===== src/rtl/fifo_ptr_ctrl_pkg.sv =====
package fifo_ptr_ctrl_pkg;

    // Kind of transfer granted in one cycle; bit 0 = read, bit 1 = write.
    typedef enum logic [1:0] {
        XFER_NONE = 2'b00,
        XFER_POP  = 2'b01,
        XFER_PUSH = 2'b10,
        XFER_BOTH = 2'b11
    } xfer_e;

    // Occupancy state derived from pointer movement.
    typedef struct packed {
        logic empty;
        logic full;
    } flag_s;

    localparam flag_s FLAGS_AT_RESET = '{empty: 1'b1, full: 1'b0};

    // Index of each pointer in the pointer bank.
    localparam int PTR_RD  = 0;
    localparam int PTR_WR  = 1;
    localparam int NUM_PTR = 2;

    function automatic xfer_e classify(input logic pop, input logic push);
        return xfer_e'({push, pop});
    endfunction

endpackage


===== src/rtl/fifo_req_gate.sv =====
module fifo_req_gate
    import fifo_ptr_ctrl_pkg::*;
(
    input  logic  req_rd,
    input  logic  req_wr,
    input  flag_s flags,
    output logic  pop,
    output logic  push,
    output xfer_e xfer
);

    // A read needs something to read, a write needs room to write.
    always_comb begin
        pop  = req_rd && !flags.empty;
        push = req_wr && !flags.full;
        xfer = classify(pop, push);
    end

endmodule


===== src/rtl/fifo_ptr_reg.sv =====
module fifo_ptr_reg #(
    parameter int DEPTH = 32,
    localparam int AW   = $clog2(DEPTH)
) (
    input  logic          clk,
    input  logic          rst,
    input  logic          step,
    output logic [AW-1:0] ptr,
    output logic [AW-1:0] ptr_inc
);

    localparam logic [AW-1:0] LAST = AW'(DEPTH - 1);

    function automatic logic [AW-1:0] wrap_inc(input logic [AW-1:0] p);
        return (p == LAST) ? '0 : p + AW'(1);
    endfunction

    assign ptr_inc = wrap_inc(ptr);

    always_ff @(posedge clk) begin
        if (rst)       ptr <= '0;
        else if (step) ptr <= ptr_inc;
    end

    AST_PTR_STEP: assert property (@(posedge clk) disable iff (rst)
        step |=> ptr == (($past(ptr) == LAST) ? '0 : $past(ptr) + AW'(1)));

    AST_PTR_HOLD: assert property (@(posedge clk) disable iff (rst)
        !step |=> $stable(ptr));

endmodule


===== src/rtl/fifo_flag_track.sv =====
module fifo_flag_track
    import fifo_ptr_ctrl_pkg::*;
#(
    parameter int DEPTH = 32,
    localparam int AW   = $clog2(DEPTH)
) (
    input  logic          clk,
    input  logic          rst,
    input  xfer_e         xfer,
    input  logic [AW-1:0] rd_cur,
    input  logic [AW-1:0] wr_cur,
    input  logic [AW-1:0] rd_inc,
    input  logic [AW-1:0] wr_inc,
    output flag_s         flags
);

    flag_s flags_d;

    // Equal pointers are ambiguous; the operation that made them equal decides.
    always_comb begin
        flags_d = flags;
        unique case (xfer)
            XFER_POP: begin
                flags_d.empty = (rd_inc == wr_cur);
                flags_d.full  = 1'b0;
            end
            XFER_PUSH: begin
                flags_d.full  = (wr_inc == rd_cur);
                flags_d.empty = 1'b0;
            end
            default: ;
        endcase
    end

    always_ff @(posedge clk) begin
        if (rst) flags <= FLAGS_AT_RESET;
        else     flags <= flags_d;
    end

    AST_FLAGS_EXCL: assert property (@(posedge clk) disable iff (rst)
        !(flags.empty && flags.full));

    AST_BOTH_HOLD: assert property (@(posedge clk) disable iff (rst)
        xfer == XFER_BOTH |=> $stable(flags));

    AST_PUSH_CLEARS_EMPTY: assert property (@(posedge clk) disable iff (rst)
        xfer == XFER_PUSH |=> !flags.empty);

    AST_POP_CLEARS_FULL: assert property (@(posedge clk) disable iff (rst)
        xfer == XFER_POP |=> !flags.full);

endmodule


===== src/rtl/fifo_ptr_ctrl.sv =====
module fifo_ptr_ctrl
    import fifo_ptr_ctrl_pkg::*;
#(
    parameter int DEPTH = 32,
    localparam int AW   = $clog2(DEPTH)
) (
    input  logic          clk,
    input  logic          rst,
    input  logic          req_wr,
    input  logic          req_rd,
    output logic          ram_we,
    output logic          ram_re,
    output logic [AW-1:0] rd_addr,
    output logic [AW-1:0] wr_addr,
    output logic          is_empty,
    output logic          is_full
);

    flag_s         flags;
    xfer_e         xfer;
    logic          pop;
    logic          push;
    logic          step_v  [NUM_PTR];
    logic [AW-1:0] ptr_q   [NUM_PTR];
    logic [AW-1:0] ptr_inc [NUM_PTR];

    fifo_req_gate u_gate (
        .req_rd (req_rd),
        .req_wr (req_wr),
        .flags  (flags),
        .pop    (pop),
        .push   (push),
        .xfer   (xfer)
    );

    assign step_v[PTR_RD] = pop;
    assign step_v[PTR_WR] = push;

    for (genvar g = 0; g < NUM_PTR; g++) begin : g_ptr
        fifo_ptr_reg #(.DEPTH(DEPTH)) u_ptr (
            .clk     (clk),
            .rst     (rst),
            .step    (step_v[g]),
            .ptr     (ptr_q[g]),
            .ptr_inc (ptr_inc[g])
        );
    end

    fifo_flag_track #(.DEPTH(DEPTH)) u_flags (
        .clk    (clk),
        .rst    (rst),
        .xfer   (xfer),
        .rd_cur (ptr_q[PTR_RD]),
        .wr_cur (ptr_q[PTR_WR]),
        .rd_inc (ptr_inc[PTR_RD]),
        .wr_inc (ptr_inc[PTR_WR]),
        .flags  (flags)
    );

    assign ram_re   = pop;
    assign ram_we   = push;
    assign rd_addr  = ptr_q[PTR_RD];
    assign wr_addr  = ptr_q[PTR_WR];
    assign is_empty = flags.empty;
    assign is_full  = flags.full;

    AST_NO_UNDERFLOW: assert property (@(posedge clk) disable iff (rst)
        ram_re |-> !is_empty);

    AST_NO_OVERFLOW: assert property (@(posedge clk) disable iff (rst)
        ram_we |-> !is_full);

    AST_FLAG_PTRS_EQ: assert property (@(posedge clk) disable iff (rst)
        (is_empty || is_full) |-> rd_addr == wr_addr);

    AST_EMPTY_BOTH_REQ: assert property (@(posedge clk) disable iff (rst)
        (is_empty && req_rd && req_wr) |-> (ram_we && !ram_re));

    AST_FULL_BOTH_REQ: assert property (@(posedge clk) disable iff (rst)
        (is_full && req_rd && req_wr) |-> (ram_re && !ram_we));

    AST_LAST_READ_EMPTIES: assert property (@(posedge clk) disable iff (rst)
        (ram_re && !ram_we && ptr_inc[PTR_RD] == wr_addr) |=> is_empty);

    AST_LAST_WRITE_FILLS: assert property (@(posedge clk) disable iff (rst)
        (ram_we && !ram_re && ptr_inc[PTR_WR] == rd_addr) |=> is_full);

endmodule


===== config.mk =====
export PLATFORM = sky130hd
export DESIGN_NAME = fifo_ptr_ctrl
export DESIGN_NICKNAME = d
export VERILOG_FILES = /design/src/rtl/fifo_ptr_ctrl_pkg.sv /design/src/rtl/fifo_req_gate.sv /design/src/rtl/fifo_ptr_reg.sv /design/src/rtl/fifo_flag_track.sv /design/src/rtl/fifo_ptr_ctrl.sv
export SDC_FILE = /design/constraint.sdc
export NUM_CORES = 1
export LEC_CHECK = 0
export BUFFER_PORTS_ARGS = -buffer_cell sky130_fd_sc_hd__buf_2
export CAP_MARGIN = 25
export CELL_PAD_IN_SITES_DETAIL_PLACEMENT = 1
export CELL_PAD_IN_SITES_GLOBAL_PLACEMENT = 1
export CORE_MARGIN = 2
export CORE_UTILIZATION = 40
export CTS_CLUSTER_SIZE = 30
export DETAILED_ROUTE_END_ITERATION = 7
export GPL_TIMING_DRIVEN = 0
export PLACE_DENSITY_LB_ADDON = 0.1
export SYNTH_ARGS = -nofsm -noshare
export SYNTH_HDL_FRONTEND = slang
export SYNTH_HIERARCHICAL = 1
export SYNTH_SLANG_ARGS = --single-unit

===== constraint.sdc =====
create_clock -name clk -period 3.75 [get_ports clk]
set_clock_uncertainty 0.1 [all_clocks]
set_input_delay 0.75 -clock clk [delete_from_list [all_inputs] [get_ports clk]]
set_output_delay 0.75 -clock clk [all_outputs]
set_load 0.05 [all_outputs]

==> metrics.txt, run 1 <==
CTS buffer count 3; first-pass GRT wire length 2610 um; Max H-tree Level 1; CTS root buf clkbuf_4; DRC viols 0; Async S/R FF share, synth 0%; max cap viols 0; multi-input logic area 462 sq um; Synth top area share 32.7%; max-slew violations 0; Setup TNS 0 ns; Post-Route WL 1660 um; cell taking the most area after synthesis dfxtp_1; Wirelength per Cell 13.2 um; status complete, no violations; # port buffers 17; Worst VDD drop 0.210 mV; Power Density 352 nW/um^2; Worst-Skew Late Latency 0.28 ns; final core area utilization 50.7%; cell row count 15; Chip Width 46.9 um; synth cell count leaders dfxtp_1, nor2_1, xnor2_1; Antenna Cells 0; initial core utilization 42.6%; YS warnings 6; Cells after Synth just over 80; Final GP Congestion 0.707; Critical Path Sink Type primary output; Area Growth Syn to Fin 18.9%; dpl ws between 1 and 1.5 ns; DRT iter0 DRCs 4; RSZ-0062 raised after global routing no; Crit path top cell by count buf_2; # fillers 237; max incr delay on CP 0.30 ns; total global-route track usage 17.9%; top cells by area, synth dfxtp_1, xnor2_1, ha_1; Ports 18; Resize count post-CTS 0; Worst-Margin Slew approximately 0.28 ns; initial antenna violation count 0; Rel. slew slack 81.6%; post-CTS setup buffers 0; minimum clock period 2.22 ns; CP arrival about 1.4 ns; Final setup viols 0; Syn Nets 90; DR vias 638; Post-synth EDFFs 0; share of cells above drive strength 1 25.7%; router iterations before antenna repair 2; Die ar. 2200 sq um; predominant post-synthesis flop cell dfxtp_1; hold crit path type reg2reg; routed vias/inst 5.06; count of final hold-check violations 0; GRT overflow 0; highest fanout seen on the critical path 6; core area 1730 sq um; Period Utilization, post-route 59.1%; largest net degree at the start of global routing 16; clk sinks 12; maximum clock path buffer count 2; CP max-delay cell buf_2; Fin Hold WS 0.421 ns; critical path launch point type primary input; DP HPWL between 1000 and 1500 um; CP Data Required Time between 2 and 3 ns; CTS tree yes; Seq cells post-synth 12; cells along the critical path buf_2 -> nor2b_4 -> buf_2; sequential-to-total area share from yosys stat 32.7%; Cell variety after synth 21; # nets final roughly 110; die height about 47 um; syn_area_per_cell 9.08 sq um; register area around 240 sq um; final setup margin around 1.5 ns; FMAX 451 MHz; Final ANT Viol Nets 0; post-cts hold buffer count 0; Pwr Total 0.308 mW; Synth Cell Area 736 sq um; P_leak 0.408 nW; number of global-route vias before repair 583; Reg clk slew, reported paths 0.07 ns; crit path kind in2out
[per-layer routing]
metal | share of wire, % | vias to the layer above | global-route usage [%] | wire length [um]
li1 | - | 326 | - | -
met1 | 47 | 292 | 20.7 | 786
met2 | 45 | 15 | 29.0 | 752
met3 | 3.7 | 5 | 2.31 | 61
met4 | 3.6 | 0 | 15.0 | 59
met5 | 0 | - | 0 | 0
[cell usage in the layout, fill, tap and decap left out]
cell | netlist | routed
nor2b_4 | 2 | 2
a21oi_1 | 3 | 3
a31oi_1 | 2 | 2
nor2_1 | 12 | 12
mux2i_1 | 6 | 6
xnor2_1 | 10 | 10
inv_1 | 3 | 3
o41ai_1 | 3 | 3
buf_2 | 0 | 17
clkbuf_4 | 0 | 3
ha_1 | 5 | 5
or4_1 | 2 | 2
nand2_1 | 1 | 1
or4b_1 | 1 | 1
nand3_1 | 4 | 4
xor2_1 | 4 | 4
o21ai_0 | 2 | 2
and3_1 | 2 | 2
nand4_1 | 2 | 2
o22ai_1 | 1 | 1
inv_2 | 2 | 2
dfxtp_1 | 12 | 12
buf_4 | 2 | 2
[worst paths after layout]
check                                         to             startpoint  slack, ns  cells past startpoint
worst min-delay path            u_flags/flags[0]       u_flags/flags[0]       0.42                      2
worst max-delay path                      ram_re                 req_rd       1.53                      3
worst min register to register  u_flags/flags[0]       u_flags/flags[0]       0.42                      2
worst max register to register  u_flags/flags[0]  g_ptr[1].u_ptr/ptr[0]       1.59                      7
[logic make-up (layout without fill, tap and decap cells)]
logic type,count (synthesis),in the layout,share of synthesized area [%]
AO/OA/AOI/OAI,11,11,9.52
multiplexers,6,6,8.16
flip-flops,12,12,32.7
AND/OR/NAND/NOR,26,26,19.9
adder cells (fa/ha/maj),5,5,8.50
XOR/XNOR,14,14,16.7
buffers and inverters,7,27,4.59
[sequential cells by signal, summed over array words and instances, names as in the netlist]
name	flops
g_ptr.u_ptr/ptr	10
u_flags/flags	2
[worst max-delay path: cells and delay by family]
family / cells / cell delay [ns]
buffers and inverters: 2 / 0.38
AND/OR/NAND/NOR: 1 / 0.23
[per-stage QoR]
step,cells,cell area [sq um]
after floorplan,81,736
after global placement,123,852
after detailed placement,123,852
after CTS,126,875
after global routing,126,875
final,126,875
[layout make-up]
type / instances / share of cell area [%]
Multi-Input combinational cell: 62 / 52.8
Sequential cell: 12 / 27.5
Timing Repair Buffer: 17 / 9.73
Tap cell: 25 / 3.58
Clock buffer: 3 / 2.58
Inverter: 5 / 2.15
Buffer: 2 / 1.72
[where the power goes]
part / leakage, nW / internal (mW) / switching, mW
combinational: 0.297 / 0.0289 / 0.0542
sequential: 0.0976 / 0.133 / 0.00960
clock: 0.0138 / 0.0373 / 0.0447
No activity file was read; power rests on OpenSTA's default activity.
==> run 2, diff against run 1 <==
--- a/config.mk
+++ b/config.mk
@@ -5,12 +5,13 @@
 export SDC_FILE = /design/constraint.sdc
 export NUM_CORES = 1
 export LEC_CHECK = 0
+export ABC_AREA = 1
 export BUFFER_PORTS_ARGS = -buffer_cell sky130_fd_sc_hd__buf_2
 export CAP_MARGIN = 25
 export CELL_PAD_IN_SITES_DETAIL_PLACEMENT = 1
 export CELL_PAD_IN_SITES_GLOBAL_PLACEMENT = 1
 export CORE_MARGIN = 2
-export CORE_UTILIZATION = 40
+export CORE_UTILIZATION = 35
 export CTS_CLUSTER_SIZE = 30
 export DETAILED_ROUTE_END_ITERATION = 7
 export GPL_TIMING_DRIVEN = 0
==> constraint.sdc (replaced) <==
create_clock -name clk -period 2.3 [get_ports clk]
set_clock_uncertainty 0.1 [all_clocks]
set_input_delay 0.46 -clock clk [delete_from_list [all_inputs] [get_ports clk]]
set_output_delay 0.46 -clock clk [all_outputs]
set_load 0.05 [all_outputs]
==> metrics.txt, run 2 <==
status complete, no violations; Antenna Cells 0 (unchanged); worst reg-to-reg setup slack 0.40 ns (-1.19 ns); Async S/R FF share, synth 0% (unchanged); FMAX 526 MHz; DRT iter0 DRCs 13 (+9); worst hold path startpoint rst; Synth top area share 29.9% (-2.8 points); Final GP Congestion 0.759 (+7.3%); GRT overflow 0 (unchanged); CP arrival 2.01 ns (+0.64 ns); largest net degree at the start of global routing 11 (-5); Area Growth Syn to Fin 17.7%; dpl ws 0.318 ns (-1.02 ns); Final setup viols 0 (unchanged); CP max-delay cell dfxtp_1; cell row count 17 (+2); clk sinks 12 (unchanged); router iterations before antenna repair 4 (+2); number of global-route vias before repair 764 (+31%); crit path kind reg2reg; hold endpoint u_flags/flags[1]; Worst-Margin Slew 0.379 ns (+0.103 ns); post-CTS setup buffers 0 (unchanged); Cell variety after synth 15 (-29%); DR vias 828 (+30%); worst r2r src g_ptr[1].u_ptr/ptr[0]; die height 51.9 um (+11%); Worst VDD drop 0.344 mV (+64%); first-pass GRT wire length 3310 um (+27%); biggest regs g_ptr.u_ptr/ptr x10, u_flags/flags x2; DP HPWL 1620 um (+27%); P_leak 0.537 nW (+32%); core area 2190 sq um (+27%); # port buffers 17 (unchanged); final setup margin 0.398 ns (-1.14 ns); Critical Path Sink Type register; r2r worst-path depth 12 (+5); synth cell count leaders inv_1, nand2_1, nor2_1; # nets final 159 (+42%); RSZ-0062 raised after global routing no; Setup TNS 0 ns (unchanged); Chip Width 51.9 um (+11%); share of cells above drive strength 1 18.2% (-7.5 points); max incr delay on CP 0.47 ns (+0.17 ns); Post-Route WL 1980 um (+19%); Seq cells post-synth 12 (unchanged); post-cts hold buffer count 0 (unchanged); YS warnings 6 (unchanged); predominant post-synthesis flop cell dfxtp_1; Reg clk slew, reported paths 0.08 ns (about the same); top cells by area, synth dfxtp_1, inv_1, nand2_1; Synth Cell Area 805 sq um (+9.4%); CTS tree yes; minimum clock period 1.90 ns; max-slew violations 0 (unchanged); commonest non-fill, non-tap cell in the layout inv_1; Max H-tree Level 1 (unchanged); Hold Path Stages 3 (+1); Reg with most FFs g_ptr.u_ptr/ptr; routed vias/inst 4.70 (-7.1%); CP Data Required Time 2.41 ns (-0.49 ns); initial antenna violation count 0 (unchanged); Period Utilization, post-route between 80% and 90%; cells along the critical path ha_1 -> nand2_1 -> nor2_1 -> ha_1 -> inv_1 -> nand3_1 -> inv_1 -> nand2_1 -> nand2_1 -> nor2_1 -> nand3_1 -> a21oi_2; Crit path top cell by count nand2_1; Die ar. 2700 sq um (+23%); max reg flops 10 (unchanged); CTS buffer count 3 (unchanged); placed insts 173 (+41%); Rel. slew slack 74.7% (-6.9 points); Wirelength per Cell 11.3 um (-14%); Final ANT Viol Nets 0 (unchanged); Syn Nets 137 (+52%); syn_area_per_cell 6.29 sq um (-31%); maximum clock path buffer count 2 (unchanged); Post-synth EDFFs 0 (unchanged); sequential-to-total area share from yosys stat 29.9% (-2.8 points); Ports 18 (unchanged); most frequent cells in the layout inv_1, nand2_1, nor2_1, buf_2, dfxtp_1; Power Density 760 nW/um^2 (+120%); CTS root buf clkbuf_4; Cells after Synth 128 (+58%); critical path launch point type register; Worst-Skew Late Latency 0.27 ns (about the same); Worst R2R End u_flags/flags[0]; # fillers 313 (+32%); max cap viols 0 (unchanged); highest fanout seen on the critical path 8 (+2); Resize count post-CTS 0 (unchanged); Pwr Total 0.720 mW (+130%); hold crit path type in2reg; count of final hold-check violations 0 (unchanged); most frequent cell after synthesis inv_1; Final Non-Filler Cells 176 (+40%); DRC viols 0 (unchanged); initial core utilization 36.7% (-5.9 points); cell taking the most area after synthesis dfxtp_1; total global-route track usage 16.7% (-1.1 points)
## run 2: cell types whose count changed after synthesis, sizes merged, moves of 3 or more
| cell | change |
|---|---|
| o21ai | +9 |
| xnor2 | -10 |
| o41ai | -3 |
| mux2i | -6 |
| a21oi | +4 |
| nor2 | +13 |
| nand2 | +23 |
| inv | +23 |
## run 2: worst max-delay path by stage
stage	depth (start not counted)	slack, ns	start	end
2_1_floorplan	9	0.08	u_flags/flags[1]	u_flags/flags[1]
3_3_place_gp	11	0.34	req_rd	u_flags/flags[1]
3_5_place_dp	11	0.32	req_rd	u_flags/flags[1]
4_1_cts	12	0.39	g_ptr[1].u_ptr/ptr[0]	u_flags/flags[0]
5_1_grt	12	0.22	g_ptr[1].u_ptr/ptr[0]	u_flags/flags[0]
6_report	12	0.40	g_ptr[1].u_ptr/ptr[0]	u_flags/flags[0]
## run 2: per-layer routing
layer / vias up / track usage, % / share of wire [%]
li1: 434 / - / -
met1: 382 / 20.9 / 48
met2: 10 / 27.8 / 48
met3: 2 / 3.45 / 3.2
met4: 0 / 6.58 / 0.71
met5: - / 0 / 0
## run 2: power breakdown
part	internal [mW]	total (mW)	switching, mW
clock	0.0605	0.133	0.0724
combinational	0.0911	0.313	0.222
sequential	0.235	0.274	0.0392
## run 2: area by class of cell
class / count / area, sq um / area share, %
buffer: 2 / 15.0 / 1.59
tap: 28 / 35.0 / 3.70
inverter: 28 / 105 / 11.1
sequential: 12 / 240 / 25.4
multi-input combinational: 86 / 444 / 46.9
clock buffer: 3 / 22.5 / 2.38
timing repair buffer: 17 / 85.1 / 8.98
## run 2: cells by family after synthesis
family                   count (synthesis)  synth area share, %
AO/OA/AOI/OAI                           20                 14.3
XOR/XNOR                                 4                 4.35
adder cells (fa/ha/maj)                  5                 7.78
flip-flops                              12                 29.9
buffers and inverters                   30                 14.9
AND/OR/NAND/NOR                         57                 28.8
## run 2: through the flow
stage | area [sq um] | hold WS (ns) | util [%]
5_1_grt | 947 | 0.343 | 43.2
3_5_place_dp | 925 | 0.403 | 42.2
3_3_place_gp | 925 | 0.395 | 42.2
4_1_cts | 947 | 0.326 | 43.2
6_report | 947 | 0.330 | 43.2
2_1_floorplan | 805 | 0.456 | -
## run 2: critical path: cells and delay by family (launching register included)
family	cells	cell delay, ns
AND/OR/NAND/NOR	7	0.60
flip-flops	1	0.47
AO/OA/AOI/OAI	1	0.13
adder cells (fa/ha/maj)	2	0.42
buffers and inverters	2	0.12
